<file path="src/rtl/cbstat_pkg.sv">
package cbstat_pkg;

  localparam int WORD_W     = 16;
  localparam int NIB_W      = 4;
  localparam int LINK_W     = 8;
  localparam int FLD_W      = 3;
  localparam int ACK_LSB    = 12;
  localparam int CU_FLD_LSB = 8;
  localparam int RU_FLD_LSB = 4;
  localparam int CU_SHIFT   = 8;
  localparam int RU_SHIFT   = 4;
  localparam int CAUSE_SHIFT = WORD_W - NIB_W;

  // cause nibble positions (status bits 15..12)
  localparam int CZ_DONE    = 3;
  localparam int CZ_FRAME   = 2;
  localparam int CZ_CU_LEFT = 1;
  localparam int CZ_RU_LEFT = 0;

  typedef logic [WORD_W-1:0] word_t;
  typedef logic [NIB_W-1:0]  nib_t;

  typedef enum logic [NIB_W-1:0] {
    CU_IDLE   = 4'h0,
    CU_SUSP   = 4'h1,
    CU_ACTIVE = 4'h2
  } cu_state_e;

  typedef enum logic [NIB_W-1:0] {
    RX_IDLE      = 4'h0,
    RX_SUSP      = 4'h1,
    RX_NORES     = 4'h2,
    RX_READY     = 4'h4,
    RX_NORES_BUF = 4'hA,
    RX_NOBUF     = 4'hC
  } rx_state_e;

  typedef enum logic [FLD_W-1:0] {
    CUC_NOP        = 3'd0,
    CUC_START      = 3'd1,
    CUC_RESUME     = 3'd2,
    CUC_SUSPEND    = 3'd3,
    CUC_ABORT      = 3'd4,
    CUC_LOAD_THR   = 3'd5,
    CUC_LOAD_START = 3'd6,
    CUC_RSVD       = 3'd7
  } cu_cmd_e;

  typedef enum logic [FLD_W-1:0] {
    RUC_NOP     = 3'd0,
    RUC_START   = 3'd1,
    RUC_RESUME  = 3'd2,
    RUC_SUSPEND = 3'd3,
    RUC_ABORT   = 3'd4,
    RUC_RSVD5   = 3'd5,
    RUC_RSVD6   = 3'd6,
    RUC_RSVD7   = 3'd7
  } ru_cmd_e;

  function automatic cu_state_e cu_cmd_next(input cu_state_e s, input cu_cmd_e c);
    case (c)
      CUC_START, CUC_LOAD_START: return CU_ACTIVE;
      CUC_RESUME:                return (s == CU_SUSP) ? CU_ACTIVE : s;
      CUC_SUSPEND:               return CU_SUSP;
      CUC_ABORT:                 return CU_IDLE;
      default:                   return s;
    endcase
  endfunction

  function automatic logic ru_cmd_acts(input ru_cmd_e c);
    return (c == RUC_START) || (c == RUC_RESUME) ||
           (c == RUC_SUSPEND) || (c == RUC_ABORT);
  endfunction

  function automatic rx_state_e ru_cmd_next(input rx_state_e s, input ru_cmd_e c);
    case (c)
      RUC_START:   return RX_READY;
      RUC_RESUME:  return (s == RX_SUSP) ? RX_READY : s;
      RUC_SUSPEND: return RX_SUSP;
      RUC_ABORT:   return RX_IDLE;
      default:     return s;
    endcase
  endfunction

  function automatic logic stall_code_ok(input nib_t code);
    return (code == RX_NORES) || (code == RX_NORES_BUF) || (code == RX_NOBUF);
  endfunction

  function automatic nib_t cause_next(input nib_t cur, input nib_t ack, input nib_t set);
    return (cur & ~ack) | set;
  endfunction

  function automatic word_t pack_status(input nib_t causes, input nib_t cu,
                                        input nib_t ru, input logic [LINK_W-1:0] link);
    word_t w;
    w = word_t'(causes) << CAUSE_SHIFT;
    w = w | (word_t'(cu) << CU_SHIFT);
    w = w | (word_t'(ru) << RU_SHIFT);
    w = w | word_t'(link);
    return w;
  endfunction

endpackage

</file>
<file path="src/rtl/cbstat_cmd_port.sv">
module cbstat_cmd_port
  import cbstat_pkg::*;
(
  input  logic    clk,
  input  logic    rst_n,
  input  logic    wr_en,
  input  word_t   wr_data,
  output word_t   held,
  output nib_t    ack,
  output cu_cmd_e cu_cmd,
  output ru_cmd_e ru_cmd
);

  word_t held_q;

  // a written word lives one cycle, then is consumed
  always_ff @(posedge clk or negedge rst_n) begin
    if (!rst_n)     held_q <= '0;
    else if (wr_en) held_q <= wr_data;
    else            held_q <= '0;
  end

  assign held   = held_q;
  assign ack    = held_q[ACK_LSB +: NIB_W];
  assign cu_cmd = cu_cmd_e'(held_q[CU_FLD_LSB +: FLD_W]);
  assign ru_cmd = ru_cmd_e'(held_q[RU_FLD_LSB +: FLD_W]);


  readback_clear_chk: assert property (@(posedge clk) disable iff (!rst_n)
    !wr_en |=> held_q == '0);

endmodule

</file>
<file path="src/rtl/cbstat_cmd_unit.sv">
module cbstat_cmd_unit
  import cbstat_pkg::*;
(
  input  logic      clk,
  input  logic      rst_n,
  input  cu_cmd_e   cu_cmd,
  input  logic      rpt_c,
  input  logic      rpt_ok,
  input  logic      rpt_irq,
  input  logic      rpt_list_end,
  output cu_state_e state,
  output logic      set_cu_left,
  output logic      set_done
);

  cu_state_e state_q, state_d;
  logic      host_owns;
  logic      rpt_take;
  logic      rpt_retire;

  assign host_owns  = (cu_cmd != CUC_NOP);
  assign rpt_take   = rpt_c;
  assign rpt_retire = rpt_take && (!rpt_ok || (rpt_list_end && state_q == CU_ACTIVE));

  always_comb begin
    state_d     = state_q;
    set_cu_left = 1'b0;
    if (host_owns) begin
      state_d     = cu_cmd_next(state_q, cu_cmd);
      set_cu_left = (cu_cmd == CUC_ABORT);
    end else if (rpt_retire) begin
      state_d     = CU_IDLE;
      set_cu_left = 1'b1;
    end
  end

  assign set_done = rpt_take && rpt_irq;

  always_ff @(posedge clk or negedge rst_n) begin
    if (!rst_n) state_q <= CU_IDLE;
    else        state_q <= state_d;
  end

  assign state = state_q;


  cu_abort_idle_chk: assert property (@(posedge clk) disable iff (!rst_n)
    (cu_cmd == CUC_ABORT) |=> state_q == CU_IDLE);


  cu_fail_retire_chk: assert property (@(posedge clk) disable iff (!rst_n)
    (rpt_c && !rpt_ok && cu_cmd == CUC_NOP) |=> state_q == CU_IDLE);


  cu_no_c_hold_chk: assert property (@(posedge clk) disable iff (!rst_n)
    (!rpt_c && cu_cmd == CUC_NOP) |=> $stable(state_q));

endmodule

</file>
<file path="src/rtl/cbstat_rx_unit.sv">
module cbstat_rx_unit
  import cbstat_pkg::*;
(
  input  logic      clk,
  input  logic      rst_n,
  input  ru_cmd_e   ru_cmd,
  input  logic      rx_frame,
  input  logic      rx_stall,
  input  nib_t      rx_stall_code,
  output rx_state_e state,
  output logic      set_frame,
  output logic      set_ru_left
);

  rx_state_e state_q, state_d;
  logic      cmd_acts;
  logic      stall_hit;

  assign cmd_acts  = ru_cmd_acts(ru_cmd);
  assign stall_hit = rx_stall && (state_q == RX_READY) && stall_code_ok(rx_stall_code);

  always_comb begin
    state_d     = state_q;
    set_ru_left = 1'b0;
    if (cmd_acts) begin
      state_d = ru_cmd_next(state_q, ru_cmd);
    end else if (stall_hit) begin
      state_d     = rx_state_e'(rx_stall_code);
      set_ru_left = 1'b1;
    end
  end

  assign set_frame = rx_frame;

  always_ff @(posedge clk or negedge rst_n) begin
    if (!rst_n) state_q <= RX_IDLE;
    else        state_q <= state_d;
  end

  assign state = state_q;


  ru_start_ready_chk: assert property (@(posedge clk) disable iff (!rst_n)
    (ru_cmd == RUC_START) |=> state_q == RX_READY);


  ru_stall_ignored_chk: assert property (@(posedge clk) disable iff (!rst_n)
    (rx_stall && state_q != RX_READY && !cmd_acts) |=> $stable(state_q));

endmodule

</file>
<file path="src/rtl/ctl_block_status.sv">
module ctl_block_status
  import cbstat_pkg::*;
#(
  parameter logic [7:0] LINK_RST = 8'h80
)(
  input  logic        clk,
  input  logic        rst_n,
  input  logic        cmd_we,
  input  logic [15:0] cmd_word,
  output logic [15:0] cmd_readback,
  input  logic        rpt_c,
  input  logic        rpt_ok,
  input  logic        rpt_irq,
  input  logic        rpt_list_end,
  input  logic        rx_frame,
  input  logic        rx_stall,
  input  logic [3:0]  rx_stall_code,
  input  logic [7:0]  link_hi,
  output logic [15:0] status_word,
  output logic        irq
);

  word_t       held;
  nib_t        ack;
  cu_cmd_e     cu_cmd;
  ru_cmd_e     ru_cmd;
  cu_state_e   cu_state;
  rx_state_e   ru_state;
  logic        set_cu_left, set_done, set_frame, set_ru_left;
  nib_t        cause_set;
  nib_t        cause_q;
  logic [LINK_W-1:0] link_q;

  cbstat_cmd_port u_port (
    .clk     (clk),
    .rst_n   (rst_n),
    .wr_en   (cmd_we),
    .wr_data (cmd_word),
    .held    (held),
    .ack     (ack),
    .cu_cmd  (cu_cmd),
    .ru_cmd  (ru_cmd)
  );

  cbstat_cmd_unit u_cu (
    .clk          (clk),
    .rst_n        (rst_n),
    .cu_cmd       (cu_cmd),
    .rpt_c        (rpt_c),
    .rpt_ok       (rpt_ok),
    .rpt_irq      (rpt_irq),
    .rpt_list_end (rpt_list_end),
    .state        (cu_state),
    .set_cu_left  (set_cu_left),
    .set_done     (set_done)
  );

  cbstat_rx_unit u_ru (
    .clk           (clk),
    .rst_n         (rst_n),
    .ru_cmd        (ru_cmd),
    .rx_frame      (rx_frame),
    .rx_stall      (rx_stall),
    .rx_stall_code (rx_stall_code),
    .state         (ru_state),
    .set_frame     (set_frame),
    .set_ru_left   (set_ru_left)
  );

  always_comb begin
    cause_set             = '0;
    cause_set[CZ_DONE]    = set_done;
    cause_set[CZ_FRAME]   = set_frame;
    cause_set[CZ_CU_LEFT] = set_cu_left;
    cause_set[CZ_RU_LEFT] = set_ru_left;
  end

  always_ff @(posedge clk or negedge rst_n) begin
    if (!rst_n) begin
      cause_q <= '0;
      link_q  <= LINK_RST;
    end else begin
      cause_q <= cause_next(cause_q, ack, cause_set);
      link_q  <= link_hi;
    end
  end

  assign cmd_readback = held;
  assign status_word  = pack_status(cause_q, cu_state, ru_state, link_q);
  assign irq          = |cause_q;


  readback_hold_chk: assert property (@(posedge clk) disable iff (!rst_n)
    cmd_we |=> cmd_readback == $past(cmd_word));


  ack_frame_clear_chk: assert property (@(posedge clk) disable iff (!rst_n)
    (ack[CZ_FRAME] && !set_frame) |=> !status_word[ACK_LSB + CZ_FRAME]);


  set_beats_ack_chk: assert property (@(posedge clk) disable iff (!rst_n)
    set_done |=> status_word[ACK_LSB + CZ_DONE]);


  irq_needs_event_chk: assert property (@(posedge clk) disable iff (!rst_n)
    $rose(irq) |-> (|$past(cause_set)));


  irq_drop_on_ack_chk: assert property (@(posedge clk) disable iff (!rst_n)
    $fell(irq) |-> (|$past(ack)));

endmodule

</file>
<file path="config.mk">
export PLATFORM = sky130hd
export DESIGN_NAME = ctl_block_status
export DESIGN_NICKNAME = d
export VERILOG_FILES = /design/src/rtl/cbstat_pkg.sv /design/src/rtl/cbstat_cmd_port.sv /design/src/rtl/cbstat_cmd_unit.sv /design/src/rtl/cbstat_rx_unit.sv /design/src/rtl/ctl_block_status.sv
export SDC_FILE = /design/constraint.sdc
export NUM_CORES = 1
export LEC_CHECK = 0
export CORE_UTILIZATION = 36
export DETAILED_ROUTE_END_ITERATION = 10
export GPL_TIMING_DRIVEN = 0
export PLACE_DENSITY = 0.84
export SLEW_MARGIN = 20
export SYNTH_ARGS = -nofsm -noshare
export SYNTH_HDL_FRONTEND = slang
export SYNTH_SLANG_ARGS = --single-unit
</file>
<file path="constraint.sdc">
create_clock -name clk -period 1.74 [get_ports clk]
set_clock_uncertainty 0.2 [all_clocks]
set_input_delay 0.522 -clock clk [delete_from_list [all_inputs] [get_ports clk]]
set_output_delay 0.522 -clock clk [all_outputs]
set_load 0.02 [all_outputs]
</file>
# Yosys cells after proc, flatten, opt, wreduce, memory -nomap -nowiden
# Index checks and enable logic that the tools add are counted.
classes:
  bitwise: 6
  n_mux: 13
  n_eq_ne: 20
  reduce_logical: 19
ops:
  columns: ["op", "count"]
  rows:
  - ["16-bit by 8-bit bitwise OR with 16-bit output", 2]
  - ["4-bit case mux with 4 select lines", 2]
  - ["4-bit two-way mux", 6]
  - ["16-bit two-way mux", 1]
  - ["16-bit by 12-bit bitwise OR with 16-bit output", 1]
  - ["3-bit by 2-bit equality test with 1-bit output, second input constant", 4]
  - ["5-bit inequality test, second input constant", 2]
  - ["3-bit equality test, second input constant", 3]
  - ["4-bit by 1-bit equality test with 1-bit output, second input constant", 2]
  - ["4-bit by 2-bit equality test with 1-bit output, second input constant", 2]
  - ["4-bit equality test, second input constant", 2]
  - ["3-bit by 1-bit equality test with 1-bit output, second input constant", 2]
  - ["1-bit logical OR", 6]
  - ["3-bit inequality test, second input constant", 2]
  - ["3-bit AND reduction", 2]
  - ["1-bit logical AND", 5]
  - ["4-bit AND", 1]
  - ["4-bit by 3-bit equality test with 1-bit output, second input constant", 1]
  - ["1-bit two-way mux", 4]
  - ["4-bit NOT", 1]
  - ["4-bit bitwise OR", 1]
  - ["2-bit nonzero test", 2]
  - ["4-bit OR reduction", 1]
  - ["3-bit nonzero test", 1]
  - ["other kinds (2)", 2]
totals:
  in_bits: 37
  out_inout_bits: 33
  register_bits: 36
  wordCells: 63

# Logic depth before layout (Yosys ltp)
# Gate-level depths: netlist (run 1).
depth:
  word_depth: 7
  depth_mapped: 5
  mapped_depth_nobuf: 4

# Cells and area by module
# From an unflattened synthesis (run 1), not the netlist that was laid out.
hier_totals:
  hier_cells: 132
  area_unflattened_um2: 1531.5
modules_own_cells:
  columns: ["module", "cells_each", "instances", "area_each_um2", "seq_area_each_um2"]
  rows:
  - ["cbstat_cmd_port", 43, 1, 601.8, 400.4]
  - ["ctl_block_status", 29, 1, 410.4, 301.5]
  - ["cbstat_rx_unit", 39, 1, 337.8, 100.1]
  - ["cbstat_cmd_unit", 21, 1, 181.4, 50.0]

# Worst setup path before layout (run 1)
# OpenSTA, ideal clock, no wires.
synth_timing:
  path_kind: "flip-flop to output port"
  startpoint: "register cause_q[2]"
  endpoint: "output port irq"
  t_arrival_ns: 1.097
  t_required_ns: 1.018
  path_buffers: 0
  path_slack_ns: -0.079
  path_stages_with_launch: 2
  cell_sequence: "dfrtp_1 or4_1"
synth_via:
  elab_chain_cells: 1
synth_rtl:
  columns: ["item", "line", "text"]
  rows:
  - ["from (decl)", "ctl_block_status.sv:31", "nib_t cause_q;"]
  - ["from (signal assigned)", "ctl_block_status.sv:83", "cause_q <= cause_next(cause_q, ack, cause_set);"]
  - ["4-bit OR reduction", "ctl_block_status.sv:90", "assign irq = |cause_q;"]
  - ["to (decl)", "ctl_block_status.sv:20", "output logic irq"]
# Every way passes these cells.

# Worst setup path after layout (run 1)
layout_timing:
  startpoint: "register cause_q[3]"
  endpoint: "output port irq"
# The elaborated chain is that of the path after synthesis.

==> metrics.md, run 1 <==
| Metric | Value |
|---|---|
| Status | `complete, but fails checks` |
| Failing checks | `setup timing` |
| Synth Flop Type | `dfrtp_1` |
| CTS H-tree lvls | `2` |
| Worst r2r src | `u_ru.state[0]` |
| Yosys reg bits | `34` |
| Cells after Synth | `130` |
| YS warnings | `0` |
| Largest net degree at the start of global routing | `21` |
| Setup Viol. Count Final | `5` |
| CTS tree | `yes` |
| Drt drc | `0` |
| CP arrival | `1.35 ns` |
| Num rows | `22` |
| Max-capacitance violation count | `0` |
| Initial antenna violation count | `0` |
| Clock Pin Slew Worst Setup and Hold Paths | `0.07 ns` |
| Most common cell in the netlist | `dfrtp_1` |
| Drt pass-1 iters | `4` |
| Num CTS Buffers | `5` |
| Crit-path max FO | `2` |
| IO buf count | `67` |
| Die span in x | `66.1 um` |
| Distinct cells, synth | `36` |
| Worst setup EP type | `primary output` |
| Seq/Total Area, Yosys | `between 50 and 60%` |
| Die Y | `between 60 and 70 um` |
| Worst slack, placed | `-0.651 ns` |
| Dpl hpwl | `roughly 2400 um` |
| Commonest cells in the netlist | `dfrtp_1 (33), and2_1 (16), inv_1 (8)` |
| Diode count | `0` |
| Final Util | `62.8%` |
| CP startpoint kind | `register` |
| Placed cell count | `247` |
| Max IR drop VDD | `0.540 mV` |
| Cell taking the most area after synthesis | `dfrtp_1` |
| R2R cell count | `5` |
| Hold wc startpoint | `u_port.held[12]` |
| Global route overflow | `0` |
| Layout cells sized above 1 | `30.0%` |
| Finished Layout Cells | `~270` |
| RSZ-0062 raised after global routing | `yes` |
| Final Hold Fails | `0` |
| Final Cell Area | `2380 um2` |
| Max frequency | `483 MHz` |
| Slew Viols, Final | `0` |
| Placed Area | `2240 um2` |
| Total clock sinks | `34` |
| GPL Wtd Cong | `0.792` |
| Vias in the first global route | `1,201` |
| Syn-to-layout area delta | `61.3%` |
| Hold Path Stages | `1` |
| Total Nets Final | `between 200 and 300` |
| Global-route wire length before repair | `5260 um` |
| Worst Hold Class | `reg -> reg` |
| Clock Latency Late Sink | `0.27 ns` |
| FF-to-FF setup slack | `~0.030 ns` |
| Power Density | `801 nW/um2` |
| Routed WL per cell | `12.0 um` |
| Number of synthesized flops with an enable pin | `0` |
| Core footprint | `3800 um2` |
| Vias per inst | `4.60` |
| WP data required | `1.02 ns` |
| Top-area cell type share of the netlist area | `55.8%` |
| DR iter-0 viols | `114` |
| Setup CP Type | `reg -> out` |
| Endpoint, Worst Hold | `cause_q[0]` |
| Final WL | `3180 um` |
| Cell area after synthesis | `1480 um2` |
| Routed Antenna Nets | `0` |
| Initial Util | `38.9%` |
| Avg Synthesized Cell Area | `roughly 11 um2` |
| Leakage power | `1.09 nW` |
| Maximum clock path buffer count | `2` |
| Asr flop ratio synth | `100%` |
| Most area-consuming cells after synthesis | `dfrtp_1 (56%), and2_1 (6.8%), buf_4 (3.0%)` |
| Die area | `4370 um2` |
| Post-route worst setup slack | `-0.332 ns` |
| Min Tclk post-route | `just over 2 ns` |
| Total GRT Usage | `16.2%` |
| CTS root buf | `clkbuf_8` |
| Fin crit share | `119%` |
| Reg2Reg Capture Point | `u_ru.state[3]` |
| Total number of vias | `1,219` |
| Final setup TNS | `-0.381 ns` |
| Fillers | `330` |
| Ports | `70` |
## cells in the final DEF, fill, tap and decap left out, types with 2 or more instances in the layout
cell,synthesis,layout
a2111oi_4,1,2
a211oi_1,3,2
a21oi_1,5,5
and2_1,16,16
buf_2,2,9
buf_4,6,14
buf_6,0,6
clkbuf_1,3,4
clkbuf_2,0,6
clkbuf_8,0,6
clkdlybuf4s15_1,0,3
clkdlybuf4s15_2,0,2
clkdlybuf4s50_1,0,30
conb_1,1,2
dfrtp_1,33,27
dfrtp_2,0,6
dlygate4sd2_1,0,14
inv_1,8,8
nand2_1,7,7
nand2b_1,2,2
nand3_1,2,2
nor2_1,6,6
o21ai_0,6,6
o21ai_1,4,4
o22ai_1,3,2
or2_4,0,4
## routing by layer
metal / up-vias / share of wire, % / GRT usage, %
met4: 0 / 0.94 / 5.59
li1: 600 / - / -
met3: 2 / 5.0 / 4.83
met1: 576 / 40 / 18.5
met5: - / 0 / 0
met2: 41 / 54 / 28.7
## logic make-up (layout without fill, tap and decap cells)
group                    after synthesis  count (layout)  synth area share (%)
other                                  1               2                 0.254
adder cells (fa/ha/maj)                1               1                 0.677
XOR/XNOR                               1               1                 0.592
buffers and inverters                 19             105                  6.51
AO/OA/AOI/OAI                         27              27                  13.2
AND/OR/NAND/NOR                       47              47                  21.2
flip-flops                            34              34                  57.6
## state kept, by name (all words and copies together) (netlist names)
name	cells
cause_q	4
u_cu.state	2
u_ru.state	4
link_q	8
u_port.held	16
## worst max-delay path by stage
stage	from	to	depth (start not counted)
2_1_floorplan	cause_q[3]	irq	1
3_3_place_gp	rst_n	cause_q[3]	1
3_5_place_dp	rx_stall_code[2]	u_ru.state[2]	5
4_1_cts	cause_q[3]	irq	2
5_1_grt	cause_q[3]	irq	2
6_report	cause_q[3]	irq	2
## through the flow
| stage | hold slack (ns) | power, W |
|---|---|---|
| 2_1_floorplan | 0.0264 | 0.00109 |
| 3_3_place_gp | 0.233 | 0.00131 |
| 3_5_place_dp | 0.243 | 0.00133 |
| 4_1_cts | 0.240 | 0.00193 |
| 5_1_grt | 0.273 | 0.00202 |
| 6_report | 0.242 | 0.00191 |
## critical path: stages (launching register included)
cell and delay, ns:
dfrtp_2 0.40, or4_4 0.53, buf_6 0.15
## repair_timing
item	CTS	global route
resized for setup	92	19
hold buffers	1	0
pin swaps	11	4
setup buffers	7	2
setup endpoints to repair	35	25
endpoints found under the hold margin	13	0
## cell type report
| cell class | count | area, um2 | share of cell area, % |
|---|---|---|---|
| Tap cell | 48 | 60.1 | 2.52 |
| Sequential cell | 34 | 860 | 36.0 |
| Timing Repair Buffer | 78 | 706 | 29.6 |
| Clock inverter | 1 | 5.00 | 0.210 |
| Buffer | 11 | 66.3 | 2.78 |
| Clock buffer | 7 | 86.3 | 3.62 |
| Multi-Input combinational cell | 78 | 572 | 24.0 |
| Inverter | 8 | 30.0 | 1.26 |
## report_power, final
part           leakage, nW  total (W)  switching (W)  internal [W]
Clock               0.0482   0.000580       0.000261      0.000319
Combinational        0.626   0.000445       0.000207      0.000238
Sequential           0.413   0.000884      0.0000352      0.000849
Note: power is estimated with default switching activity, not from simulation.
==> inputs of run 2 (changes only) <==
--- a/config.mk
+++ b/config.mk
@@ -5,10 +5,11 @@
 export SDC_FILE = /design/constraint.sdc
 export NUM_CORES = 1
 export LEC_CHECK = 0
-export CORE_UTILIZATION = 36
+export CORE_UTILIZATION = 55
 export DETAILED_ROUTE_END_ITERATION = 10
+export DONT_BUFFER_PORTS = 1
 export GPL_TIMING_DRIVEN = 0
-export PLACE_DENSITY = 0.84
+export PLACE_DENSITY = 0.82
 export SLEW_MARGIN = 20
 export SYNTH_ARGS = -nofsm -noshare
 export SYNTH_HDL_FRONTEND = slang
==> metrics.md, run 2 (synthesized netlist as in run 1, its figures left out) <==
| Metric | Value |
|---|---|
| Status | `complete, but fails checks` |
| Failing checks | `setup timing` |
| Fin crit share | `123% (+4.0 points)` |
| Max-capacitance violation count | `0 (unchanged)` |
| Power Density | `950 nW/um2 (+19%)` |
| Setup Viol. Count Final | `5 (unchanged)` |
| Num rows | `18 (-18%)` |
| Worst r2r src | `u_port.held[4]` |
| Crit-path max FO | `3 (+1)` |
| Setup CP Type | `reg -> out` |
| Total Nets Final | `189 (-25%)` |
| Routed Antenna Nets | `0 (unchanged)` |
| Max frequency | `467 MHz (-3.3%)` |
| GPL Wtd Cong | `0.786 (-0.86%)` |
| Global route overflow | `0 (unchanged)` |
| Diode count | `0 (unchanged)` |
| Most common cell after layout, fill and taps aside | `dfrtp_1` |
| CP peak stage delay | `0.60 ns (+0.07 ns)` |
| Num CTS Buffers | `5 (unchanged)` |
| CP startpoint kind | `register` |
| Total clock sinks | `34 (unchanged)` |
| CP arrival | `1.42 ns (+0.07 ns)` |
| Total number of vias | `1,048 (-14%)` |
| Slew Viols, Final | `0 (unchanged)` |
| Ports | `70 (unchanged)` |
| Final WL | `2870 um (-9.7%)` |
| CTS H-tree lvls | `2 (unchanged)` |
| Hold slack | `0.0662 ns (-0.176 ns)` |
| Die Y | `53.9 um (-19%)` |
| Largest net degree at the start of global routing | `35 (+67%)` |
| Initial Util | `59.2% (+20 points)` |
| Die span in x | `53.9 um (-19%)` |
| Finished Layout Cells | `183 (-31%)` |
| Core footprint | `2500 um2 (-34%)` |
| Reg2Reg Capture Point | `u_ru.state[2]` |
| Worst Hold Class | `in -> reg` |
| Critical path depth | `1 (-1)` |
| Routed WL per cell | `15.7 um (+31%)` |
| Layout cells sized above 1 | `26.1% (-3.8 points)` |
| Drt pass-1 iters | `4 (unchanged)` |
| FF-to-FF setup slack | `0.03 ns (about the same)` |
| CP Capture Point | `irq` |
| Leakage power | `0.765 nW (-30%)` |
| R2R cell count | `5 (unchanged)` |
| Post-route worst setup slack | `-0.402 ns (-0.0699 ns)` |
| Critical Path Source | `cause_q[3]` |
| Dpl hpwl | `1940 um (-18%)` |
| Total GRT Usage | `21.9% (+5.7 points)` |
| WP data required | `1.02 ns (about the same)` |
| Clock Latency Late Sink | `0.35 ns (+0.08 ns)` |
| CP max stage cell | `or4_4` |
| Placed cell count | `161 (-35%)` |
| Crit path max-delay family | `simple AND/OR/NAND/NOR gates` |
| Most frequent cells in the layout | `dfrtp_1 (28), and2_1 (16), buf_4 (10)` |
| Max IR drop VDD | `0.882 mV (+63%)` |
| Vias in the first global route | `1,032 (-14%)` |
| Total power | `0.00167 W (-12%)` |
| Syn-to-layout area delta | `19.2%` |
| Maximum clock path buffer count | `2 (unchanged)` |
| Max reg flops | `16 (unchanged)` |
| Buf/Inv on CP | `0 (-1)` |
| RSZ-0062 raised after global routing | `yes` |
| Drt drc | `0 (unchanged)` |
| Worst setup EP type | `primary output` |
| Final setup TNS | `-0.475 ns (-0.0937 ns)` |
| Die area | `2900 um2 (-34%)` |
| Vias per inst | `5.73 (+24%)` |
| Initial antenna violation count | `0 (unchanged)` |
| Min Tclk post-route | `2.14 ns (+0.0699 ns)` |
| Final Hold Fails | `0 (unchanged)` |
| DR iter-0 viols | `17 (-85%)` |
| Global-route wire length before repair | `4220 um (-20%)` |
| CP cell instances | `or4_4` |
| CTS root buf | `clkbuf_4` |
| IO buf count | `0 (-100%)` |
| CTS tree | `yes` |
| Clock Pin Slew Worst Setup and Hold Paths | `0.11 ns (+0.04 ns)` |
## run 2: cell count changes in the layout (fill, tap and decap cells not counted), moves of 4 or more
cell / before / now
buf_2: 9 / 2
buf_4: 14 / 10
buf_6: 6 / 0
clkbuf_2: 6 / 2
clkbuf_4: 0 / 5
clkbuf_8: 6 / 1
clkdlybuf4s50_1: 30 / 0
dlygate4sd2_1: 14 / 0
dlygate4sd3_1: 1 / 9
## run 2: cell type report
cell class | count | area (um2)
sequential | 34 | 858
clock buffer | 6 | 51.3
inverter | 8 | 30.0
tap | 30 | 37.5
clock inverter | 2 | 16.3
timing repair buffer | 14 | 140
fill | 187 | 737
buffer | 11 | 68.8
multi-input combinational | 78 | 561
## run 2: stage by stage
stage	instance area, um2	worst slack (ns)	utilization (%)
after floorplan	1490	-0.00467	-
after global placement	1530	-0.0468	61.0
after detailed placement	1530	-0.0741	61.0
after CTS	1750	-0.418	70.0
after global routing	1760	-0.438	70.5
final	1760	-0.402	70.5
## run 2: routing by layer
metal | vias up | wire, um | track usage (%)
li1 | 480 | - | -
met1 | 500 | 1130 | 24.6
met2 | 59 | 1430 | 35.2
met3 | 9 | 244 | 9.04
met4 | 0 | 70 | 11.8
met5 | - | 0 | 0
## run 2: repair_timing
action                                  in CTS  in global routing
resized for setup                            9                  3
pin swaps                                    4                  1
endpoints found under the setup margin       7                  8
endpoints found under the hold margin       42                  0
buffers inserted                             4                  0
hold buffers                                10                  0
## run 2: worst min path at each step
| stage | start | endpoint | slack (ns) | cells past startpoint |
|---|---|---|---|---|
| floorplan | rst_n | cause_q[0] | 0.03 | 0 |
| global placement | rst_n | link_q[1] | 0.03 | 0 |
| detailed placement | rst_n | link_q[1] | 0.03 | 0 |
| CTS | rx_frame | cause_q[2] | 0.06 | 1 |
| global route | rx_frame | cause_q[2] | 0.06 | 1 |
| finish | rx_frame | cause_q[2] | 0.07 | 1 |
## run 2: power breakdown
group / switching [W] / leakage [nW] / internal (W)
Clock: 0.000290 / 0.0349 / 0.000201
Combinational: 0.000126 / 0.315 / 0.000119
Sequential: 0.0000905 / 0.415 / 0.000848
Total: 0.000506 / 0.765 / 0.00117
